## src/rtl/tmr_cksel_pkg.sv

```systemverilog
package tmr_cksel_pkg;

  localparam int unsigned SEL_W  = 3;
  localparam int unsigned REG_W  = 8;
  localparam int unsigned PRE_W  = 13;
  localparam int unsigned NCODE  = 1 << SEL_W;
  localparam int unsigned FIRST_TAP = 2;

  typedef enum logic [SEL_W-1:0] {
    SRC_FALL    = 3'd0,
    SRC_RISE    = 3'd1,
    SRC_DIV1    = 3'd2,
    SRC_DIV2    = 3'd3,
    SRC_DIV4    = 3'd4,
    SRC_DIV64   = 3'd5,
    SRC_DIV256  = 3'd6,
    SRC_DIV8192 = 3'd7
  } src_e;

  // log2 of the division ratio selected by a prescaler code
  function automatic int unsigned tap_log2(input src_e code);
    case (code)
      SRC_DIV2:    return 1;
      SRC_DIV4:    return 2;
      SRC_DIV64:   return 6;
      SRC_DIV256:  return 8;
      SRC_DIV8192: return 13;
      default:     return 0;
    endcase
  endfunction

  // A tap fires when the low lg bits of the prescaler are all ones
  function automatic logic tap_fire(input logic [PRE_W-1:0] cnt, input int unsigned lg);
    logic f;
    f = 1'b1;
    for (int i = 0; i < int'(PRE_W); i++) begin
      if (i < int'(lg)) f = f & cnt[i];
    end
    return f;
  endfunction

  // Writes that must be refused
  function automatic logic write_refused(input logic run, input logic lowv,
                                         input logic [SEL_W-1:0] code);
    return run || (lowv && (code == SRC_DIV1));
  endfunction

endpackage

```

## src/rtl/tmr_cksel_reg.sv

```systemverilog
module tmr_cksel_reg
  import tmr_cksel_pkg::*;
(
  input  logic             clk,
  input  logic             rst_n,
  input  logic             wr_en,
  input  logic [REG_W-1:0] wr_data,
  input  logic             tmr_run,
  input  logic             lowv_mode,
  output logic [REG_W-1:0] rd_data,
  output src_e             sel,
  output logic             wr_err
);

  localparam logic [REG_W-1:0] WR_MASK = {{(REG_W-SEL_W){1'b0}}, {SEL_W{1'b1}}};

  logic [REG_W-1:0] reg_q;
  logic             err_q;
  logic             wr_reject;
  logic             wr_accept;

  assign wr_reject = wr_en &&  write_refused(tmr_run, lowv_mode, wr_data[SEL_W-1:0]);
  assign wr_accept = wr_en && !write_refused(tmr_run, lowv_mode, wr_data[SEL_W-1:0]);

  always_ff @(posedge clk) begin
    if (!rst_n) begin
      reg_q <= '0;
      err_q <= 1'b0;
    end else if (wr_accept) begin
      reg_q <= wr_data & WR_MASK;
      err_q <= 1'b0;
    end else if (wr_reject) begin
      err_q <= 1'b1;
    end
  end

  assign rd_data = reg_q;
  assign sel     = src_e'(reg_q[SEL_W-1:0]);
  assign wr_err  = err_q;

  assert_upper_zero_R2: assert property (@(posedge clk) disable iff (!rst_n)
    rd_data[REG_W-1:SEL_W] == '0);

  assert_busy_hold_R8: assert property (@(posedge clk) disable iff (!rst_n)
    (wr_en && tmr_run) |=> ($stable(reg_q) && err_q));

  assert_lowv_hold_R9: assert property (@(posedge clk) disable iff (!rst_n)
    (wr_en && !tmr_run && lowv_mode && wr_data[SEL_W-1:0] == SRC_DIV1)
      |=> ($stable(reg_q) && err_q));

  assert_accept_load_R10: assert property (@(posedge clk) disable iff (!rst_n)
    wr_accept |=> (reg_q[SEL_W-1:0] == $past(wr_data[SEL_W-1:0]) && !err_q));

endmodule

```

## src/rtl/tmr_cksel_edge.sv

```systemverilog
module tmr_cksel_edge #(
  parameter int unsigned SYNC_STAGES = 2
) (
  input  logic clk,
  input  logic rst_n,
  input  logic evt_in,
  output logic rise_pulse,
  output logic fall_pulse
);

  logic [SYNC_STAGES-1:0] sync_q;
  logic                   prev_q;
  logic                   evt_sync;

  generate
    for (genvar s = 0; s < SYNC_STAGES; s++) begin : g_sync
      always_ff @(posedge clk) begin
        if (!rst_n) sync_q[s] <= 1'b0;
        else if (s == 0) sync_q[s] <= evt_in;
        else sync_q[s] <= sync_q[(s == 0) ? 0 : s-1];
      end
    end
  endgenerate

  assign evt_sync = sync_q[SYNC_STAGES-1];

  always_ff @(posedge clk) begin
    if (!rst_n) prev_q <= 1'b0;
    else        prev_q <= evt_sync;
  end

  assign rise_pulse =  evt_sync && !prev_q;
  assign fall_pulse = !evt_sync &&  prev_q;

  assert_rise_single_R4: assert property (@(posedge clk) disable iff (!rst_n)
    rise_pulse |=> !rise_pulse);

  assert_fall_single_R3: assert property (@(posedge clk) disable iff (!rst_n)
    fall_pulse |=> !fall_pulse);

endmodule

```

## src/rtl/tmr_cksel_presc.sv

```systemverilog
module tmr_cksel_presc
  import tmr_cksel_pkg::*;
(
  input  logic                         clk,
  input  logic                         rst_n,
  output logic [NCODE-1:FIRST_TAP]     taps
);

  logic [PRE_W-1:0] cnt_q;

  always_ff @(posedge clk) begin
    if (!rst_n) cnt_q <= '0;
    else        cnt_q <= cnt_q + 1'b1;
  end

  generate
    for (genvar g = FIRST_TAP; g < NCODE; g++) begin : g_tap
      localparam logic [SEL_W-1:0] CODE = SEL_W'(g);
      assign taps[g] = tap_fire(cnt_q, tap_log2(src_e'(CODE)));
      if (g > FIRST_TAP) begin : g_nest
        // a slower tap can only fire together with every faster tap
        assert_tap_nested_R7: assert property (@(posedge clk) disable iff (!rst_n)
          taps[g] |-> taps[g-1]);
      end
    end
  endgenerate

endmodule

```

## src/rtl/tmr_cksel.sv

```systemverilog
module tmr_cksel
  import tmr_cksel_pkg::*;
#(
  parameter int unsigned SYNC_STAGES = 2
) (
  input  logic       clk,
  input  logic       rst_n,
  input  logic       wr_en,
  input  logic [7:0] wr_data,
  output logic [7:0] rd_data,
  input  logic       evt_in,
  input  logic       tmr_run,
  input  logic       lowv_mode,
  output logic       cnt_en,
  output logic       wr_err
);

  src_e                     sel;
  logic                     rise_pulse;
  logic                     fall_pulse;
  logic [NCODE-1:FIRST_TAP] taps;

  tmr_cksel_reg u_reg (
    .clk       (clk),
    .rst_n     (rst_n),
    .wr_en     (wr_en),
    .wr_data   (wr_data),
    .tmr_run   (tmr_run),
    .lowv_mode (lowv_mode),
    .rd_data   (rd_data),
    .sel       (sel),
    .wr_err    (wr_err)
  );

  tmr_cksel_edge #(.SYNC_STAGES(SYNC_STAGES)) u_edge (
    .clk        (clk),
    .rst_n      (rst_n),
    .evt_in     (evt_in),
    .rise_pulse (rise_pulse),
    .fall_pulse (fall_pulse)
  );

  tmr_cksel_presc u_presc (
    .clk   (clk),
    .rst_n (rst_n),
    .taps  (taps)
  );

  always_comb begin
    case (sel)
      SRC_FALL: cnt_en = fall_pulse;
      SRC_RISE: cnt_en = rise_pulse;
      default:  cnt_en = taps[sel];
    endcase
  end

  assert_edge_src_R3: assert property (@(posedge clk) disable iff (!rst_n)
    (sel == SRC_FALL && cnt_en) |=> !cnt_en || !$stable(sel));

endmodule

```

## config.mk

```make
export PLATFORM = sky130hd
export DESIGN_NAME = tmr_cksel
export DESIGN_NICKNAME = d
export VERILOG_FILES = /design/src/rtl/tmr_cksel_pkg.sv /design/src/rtl/tmr_cksel_reg.sv /design/src/rtl/tmr_cksel_edge.sv /design/src/rtl/tmr_cksel_presc.sv /design/src/rtl/tmr_cksel.sv
export SDC_FILE = /design/constraint.sdc
export NUM_CORES = 1
export LEC_CHECK = 0
export BUFFER_PORTS_ARGS = -buffer_cell sky130_fd_sc_hd__buf_2
export CELL_PAD_IN_SITES_DETAIL_PLACEMENT = 1
export CELL_PAD_IN_SITES_GLOBAL_PLACEMENT = 1
export CORE_MARGIN = 2
export CORE_UTILIZATION = 41
export CTS_CLUSTER_SIZE = 20
export DETAILED_ROUTE_END_ITERATION = 7
export PLACE_DENSITY = 0.81
export SYNTH_ARGS = -nofsm -noshare
export SYNTH_HDL_FRONTEND = slang
export SYNTH_SLANG_ARGS = --single-unit
export TNS_END_PERCENT = 1
```

## constraint.sdc

```tcl
create_clock -name clk -period 3.2 [get_ports clk]
set_input_delay 0.16 -clock clk [delete_from_list [all_inputs] [get_ports clk]]
set_output_delay 0.16 -clock clk [all_outputs]
set_load 0.02 [all_outputs]
```

### Word level (Yosys, flattened, before mapping)

Cells that the tools add are included.
W data, S select, Z words.

* bits in registers: 20
* bits of input ports: 14
* output and inout bits: 10
* logic and storage cells: 37

* $add $sub $neg: 1
* $lt $le $gt $ge: 1
* eq/ne operators: 2
* mux-type cells: 3
* bitwise gates (word level): 13
* reduce and logical (&&, ||, !) cells: 11

Operators with widths (number)
* $add A13 B1 Y13 const B: 1
* $and A1 B1 Y1: 12
* $logic_and A1 B1 Y1: 5
* $lt A3 B4 Y1 const B: 1
* $bmux W1 S3: 1
* $eq A3 B1 Y1 const B: 1
* $eq A3 B2 Y1 const B: 1
* $logic_not A1 Y1: 3
* $logic_not A3 Y1: 1
* $pmux W1 S2: 1
* $reduce_or A2 Y1: 1
* $logic_or A1 B1 Y1: 1
* $mux W1: 1
* $not A1 Y1: 1

### Depth between registers and ports, before layout

* word-level depth: 15
* gate-level depth with buffers: 5
* gate-level depth less buffers: 5

### Hierarchy

Synthesis repeated with hierarchy kept, for this count alone.

* cells, all modules: 105
* area, all modules: 984.7 µm²

By module, submodules not included
* tmr_cksel_presc: times used 1, cells each 68, area an instance 596.8 µm²
* tmr_cksel_reg: times used 1, cells each 26, area an instance 232.7 µm²
* tmr_cksel_edge: times used 1, cells each 8, area an instance 91.3 µm²
* tmr_cksel: times used 1, cells each 3, area an instance 63.8 µm²

### Worst setup path after synthesis

No wires, ideal clock.

* kind: register to output
* start: reg u_presc.cnt_q[0]
* end: out cnt_en
* data arrival time: 1.481 ns
* data required time: 3.040 ns
* slack: 1.559 ns
* stages on the path, launching flop included: 6
* buffers on the path: 0
* cell sequence: dfxtp_1 ha_1 ha_1 nand4_1 a311o_1 a31oi_1

* word-level cells in the longest chain between the ends: 15

Ends and longest elaborated chain
* from (decl): line tmr_cksel_presc.sv:9 `logic [PRE_W-1:0] cnt_q;`
* from (signal assigned): line tmr_cksel_presc.sv:13 `else cnt_q <= cnt_q + 1'b1;`
* $and A1 B1 Y1 (12 in series): line tmr_cksel_pkg.sv:37 `if (i < int'(lg)) f = f & cnt[i];`
* $bmux W1 S3 *: line tmr_cksel.sv:53 `default: cnt_en = taps[sel];`
* $mux W1 (implied by the code) *: line tmr_cksel.sv:53
* $pmux W1 S2 *: line tmr_cksel.sv:50 `case (sel)`
* to (decl): line tmr_cksel.sv:14 `output logic cnt_en,`

Every way passes the cells marked *; elsewhere a longest branch is shown, timed or not. The select of a mux whose other input is x is not followed.

### Final worst setup path

Same ends and word-level chain as after synthesis.

==> results.md <==
* Max Fclk at between 0.4 and 0.5 GHz
* Worst setup startpoint: u_presc.cnt_q[0]$_SDFF_PN0_
* Die Y at between 50 and 60 um
* Gate Count Post-Synth at 95
* Worst-Skew Late Latency at ~0.29 ns
* Sw Pwr at 102 uW
* TNS Setup at 0 ns
* Gp weighted congestion at approximately 0.71
* Synth-to-Final Area Change at 9.37%
* Worst reg-to-reg setup slack at 1.77 ns
* HPWL after DPL at 1.33 mm
* Leakage at 0.397 nW
* DRT antenna net count at 0
* Die boundary width at slightly above 50 um
* Mean area per synthesized cell at just under 10 um^2
* Post-cts repair resize count at 0
* Average vias per placed instance at ~5.1
* Root Buffer: clkbuf_4
* Sink Count at 20
* Fin crit share at a little over three fifths
* Reg clk slew, reported paths at about 0.1 ns
* Final instance area at 1020 um^2
* H-tree depth at 1
* Final Hold Viols at 0
* Maxcap violations at 0
* Ant diodes at 0
* Iter 0 DRT Violations at 4
* CP required at about 3.0 ns
* Synth Cell Area at just over 900 um^2
* Setup Buffers After CTS at 0
* Final layout net count at between 100 and 150
* RSZ-0062 raised after global routing: no
* Vias at between 600 and 700
* Min-delay src: evt_in
* CP max FO at 5
* Overflow left after global routing at 0
* Cell accounting for the most synthesized area: dfxtp_1
* Cts hold-fix bufs at 0
* Placed Area at approximately 1000 um^2
* PortBufs at 13
* Post-synth EDFFs at 0
* Seq cells post-synth at 20
* Setup Viol. Count Final at 0
* Combinational Power Share at 10.6%
* Seq. cell area at 400 um^2
* Antenna violations before repair at 0
* Worst Hold Class: input pin to register
* Reg2reg start: u_presc.cnt_q[4]$_SDFF_PN0_
* Final Util at 46.7%
* Sequential share of power at ~63%
* Startpoint Class: register
* R2r endpoint: u_presc.cnt_q[12]$_SDFF_PN0_
* Top-area cell type share of the netlist area at between 40% and 50%
* DIE AREA at approximately 2700 um^2
* Internal power at 318 uW
* Core ar. at 2190 um^2
* First-pass GRT wire length at roughly 3.1 mm
* P per Cell Area at a little over 400 nW/um^2
* Register-to-Register Path Depth at 4
* Initial core utilization at between 40 and 50%
* Global Route Usage Sum at between 10% and 20%
* Synth warn at 0
* Area of the multi-input gates at between 400 and 500 um^2
* Share of cells above drive strength 1 at approximately 20%
* DR WL/cell at ~13 um
* CTS tree: built
* Switching share of power at approximately a quarter
* Top cell by count, worst path: ha_1
* Num rows at 17
* Primary FF master, synth: dfxtp_1
* Worst path slowest cell: dfxtp_1
* Clk pwr share at a little over a quarter
* Ys async rst share at 0%
* Vias in the first global route at a little over 700
* Routed wire length at between 1.5 and 2 mm
* TritonCTS Buffers at 3
* Cell Chain, Critical Path: ha_1 > ha_1 > nand4_1 > a311o_1 > a31oi_1 > buf_2
* # DRC at 0
* Peak VDD IR at about 0.28 mV
* Critical path's largest stage delay at 0.38 ns
* Pre-antenna DRT Iters at 2
* Yosys cell types at 31
* Max-slew violation count at 0
* Final min period at a little over 2 ns
* Largest net degree at the start of global routing at 23
* Filler cell count at between 200 and 300
* Worst setup path endpoint: cnt_en
* Skew final at roughly 0.00034 ns
* Register area share after synthesis at 42.8%
* CP Capture Type: output pin
* CP arrival at 1.86 ns
* Worst setup path category: register to output pin
* Status: completed
* I/O pin count at 24
* CTS Buffer Depth at 2
* Area contributors post-synth: dfxtp_1 (43%), and2_1 (9.4%), xnor2_1 (7.5%)
-- cell usage in the layout (no fill, tap or decap), drive strengths merged --
master / synthesis / final
dfxtp: 20 / 20
and2: 15 / 15
buf: 5 / 13
xnor2: 8 / 8
nand2: 5 / 5
conb: 1 / 5
mux2i: 4 / 4
nand4: 4 / 4
nor2b: 4 / 4
nand3: 4 / 4
clkbuf: 3 / 3
nor2: 2 / 2
nand2b: 2 / 2
o211ai: 2 / 2
o31ai: 2 / 2
ha: 2 / 2
and3: 1 / 1
a311o: 1 / 1
inv: 1 / 1
a21oi: 1 / 1
nor4bb: 1 / 1
a211oi: 1 / 1
o21a: 1 / 1
a31oi: 1 / 1
and4: 1 / 1
and4bb: 1 / 1
nor3b: 1 / 1
o21ai: 1 / 1
-- cell families (layout without fill, tap and decap cells) --
group,after synthesis,count (layout),synth area share [%]
AOI/OAI and AO/OA,10,10,7.63
DFF,20,20,42.8
other,1,5,0.401
and+or+nand+nor,41,41,28.9
muxes,4,4,4.28
buffers and inverters,9,17,5.76
adders and majority gates,2,2,2.68
xor gates and xnor gates,8,8,7.50
-- cells in the mapped netlist, drive strengths merged (3+ instances only) --
cell type / n
and2: 15
mux2i: 4
nand2: 5
nor2b: 4
dfxtp: 20
clkbuf: 3
xnor2: 8
nand4: 4
buf: 5
nand3: 4
-- sequential cells by signal (all words and copies together), names as in the netlist --
name / flops
u_edge.evt_sync: 1
u_reg.rd_data: 3
u_edge.sync_q: 1
u_presc.cnt_q: 13
u_edge.prev_q: 1
u_reg.wr_err: 1
-- routing by layer --
metal | GRT usage, % | up-vias | share of wire, %
li1 | - | 344 | -
met3 | 1.72 | 2 | 1.0
met2 | 26.3 | 6 | 52
met1 | 19.3 | 330 | 45
met4 | 9.21 | 0 | 1.4
met5 | 0 | - | 0
-- worst min path at each step --
stage / depth (start not counted) / slack (ns) / end
4_1_cts: 2 / 0.06 / u_edge.sync_q[0]$_SDFF_PN0_
5_1_grt: 2 / 0.06 / u_edge.sync_q[0]$_SDFF_PN0_
3_3_place_gp: 2 / 0.37 / u_edge.sync_q[0]$_SDFF_PN0_
3_5_place_dp: 2 / 0.37 / u_edge.sync_q[0]$_SDFF_PN0_
2_1_floorplan: 1 / 0.29 / u_edge.sync_q[0]$_SDFF_PN0_
6_report: 2 / 0.07 / u_edge.sync_q[0]$_SDFF_PN0_
-- per-stage QoR --
step	setup slack [ns]	instances	hold WS, ns	total power, mW
global route	0.971	135	0.0607	0.449
finish	1.18	135	0.0689	0.420
floorplan	1.56	99	0.287	0.303
global placement	1.47	132	0.370	0.311
CTS	1.14	135	0.0598	0.428
detailed placement	1.47	132	0.374	0.314
-- worst max-delay path, delay by kind of cell (launching register included) --
family | cells | cell delay [ns]
flip-flops | 1 | 0.38
AND/OR/NAND/NOR | 1 | 0.09
AO/OA/AOI/OAI | 2 | 0.45
adder cells (fa/ha/maj) | 2 | 0.47
buffers and inverters | 1 | 0.18
-- area by class of cell --
type | instances | share of cell area (%)
tap | 28 | 3.43
inverter | 1 | 0.367
clock buffer | 3 | 2.20
timing repair buffer | 13 | 6.36
multi-input combinational | 70 | 48.5
sequential | 20 | 39.2
-- power groups by stage --
stage               Clock, mW  Sequential (mW)  Combinational [mW]
floorplan                   0            0.270              0.0335
finish                  0.113            0.263              0.0446
CTS                     0.119            0.263              0.0455
global route            0.134            0.265              0.0500
global placement            0            0.268              0.0431
detailed placement          0            0.269              0.0453
Note: power is estimated with default switching activity, not from simulation.
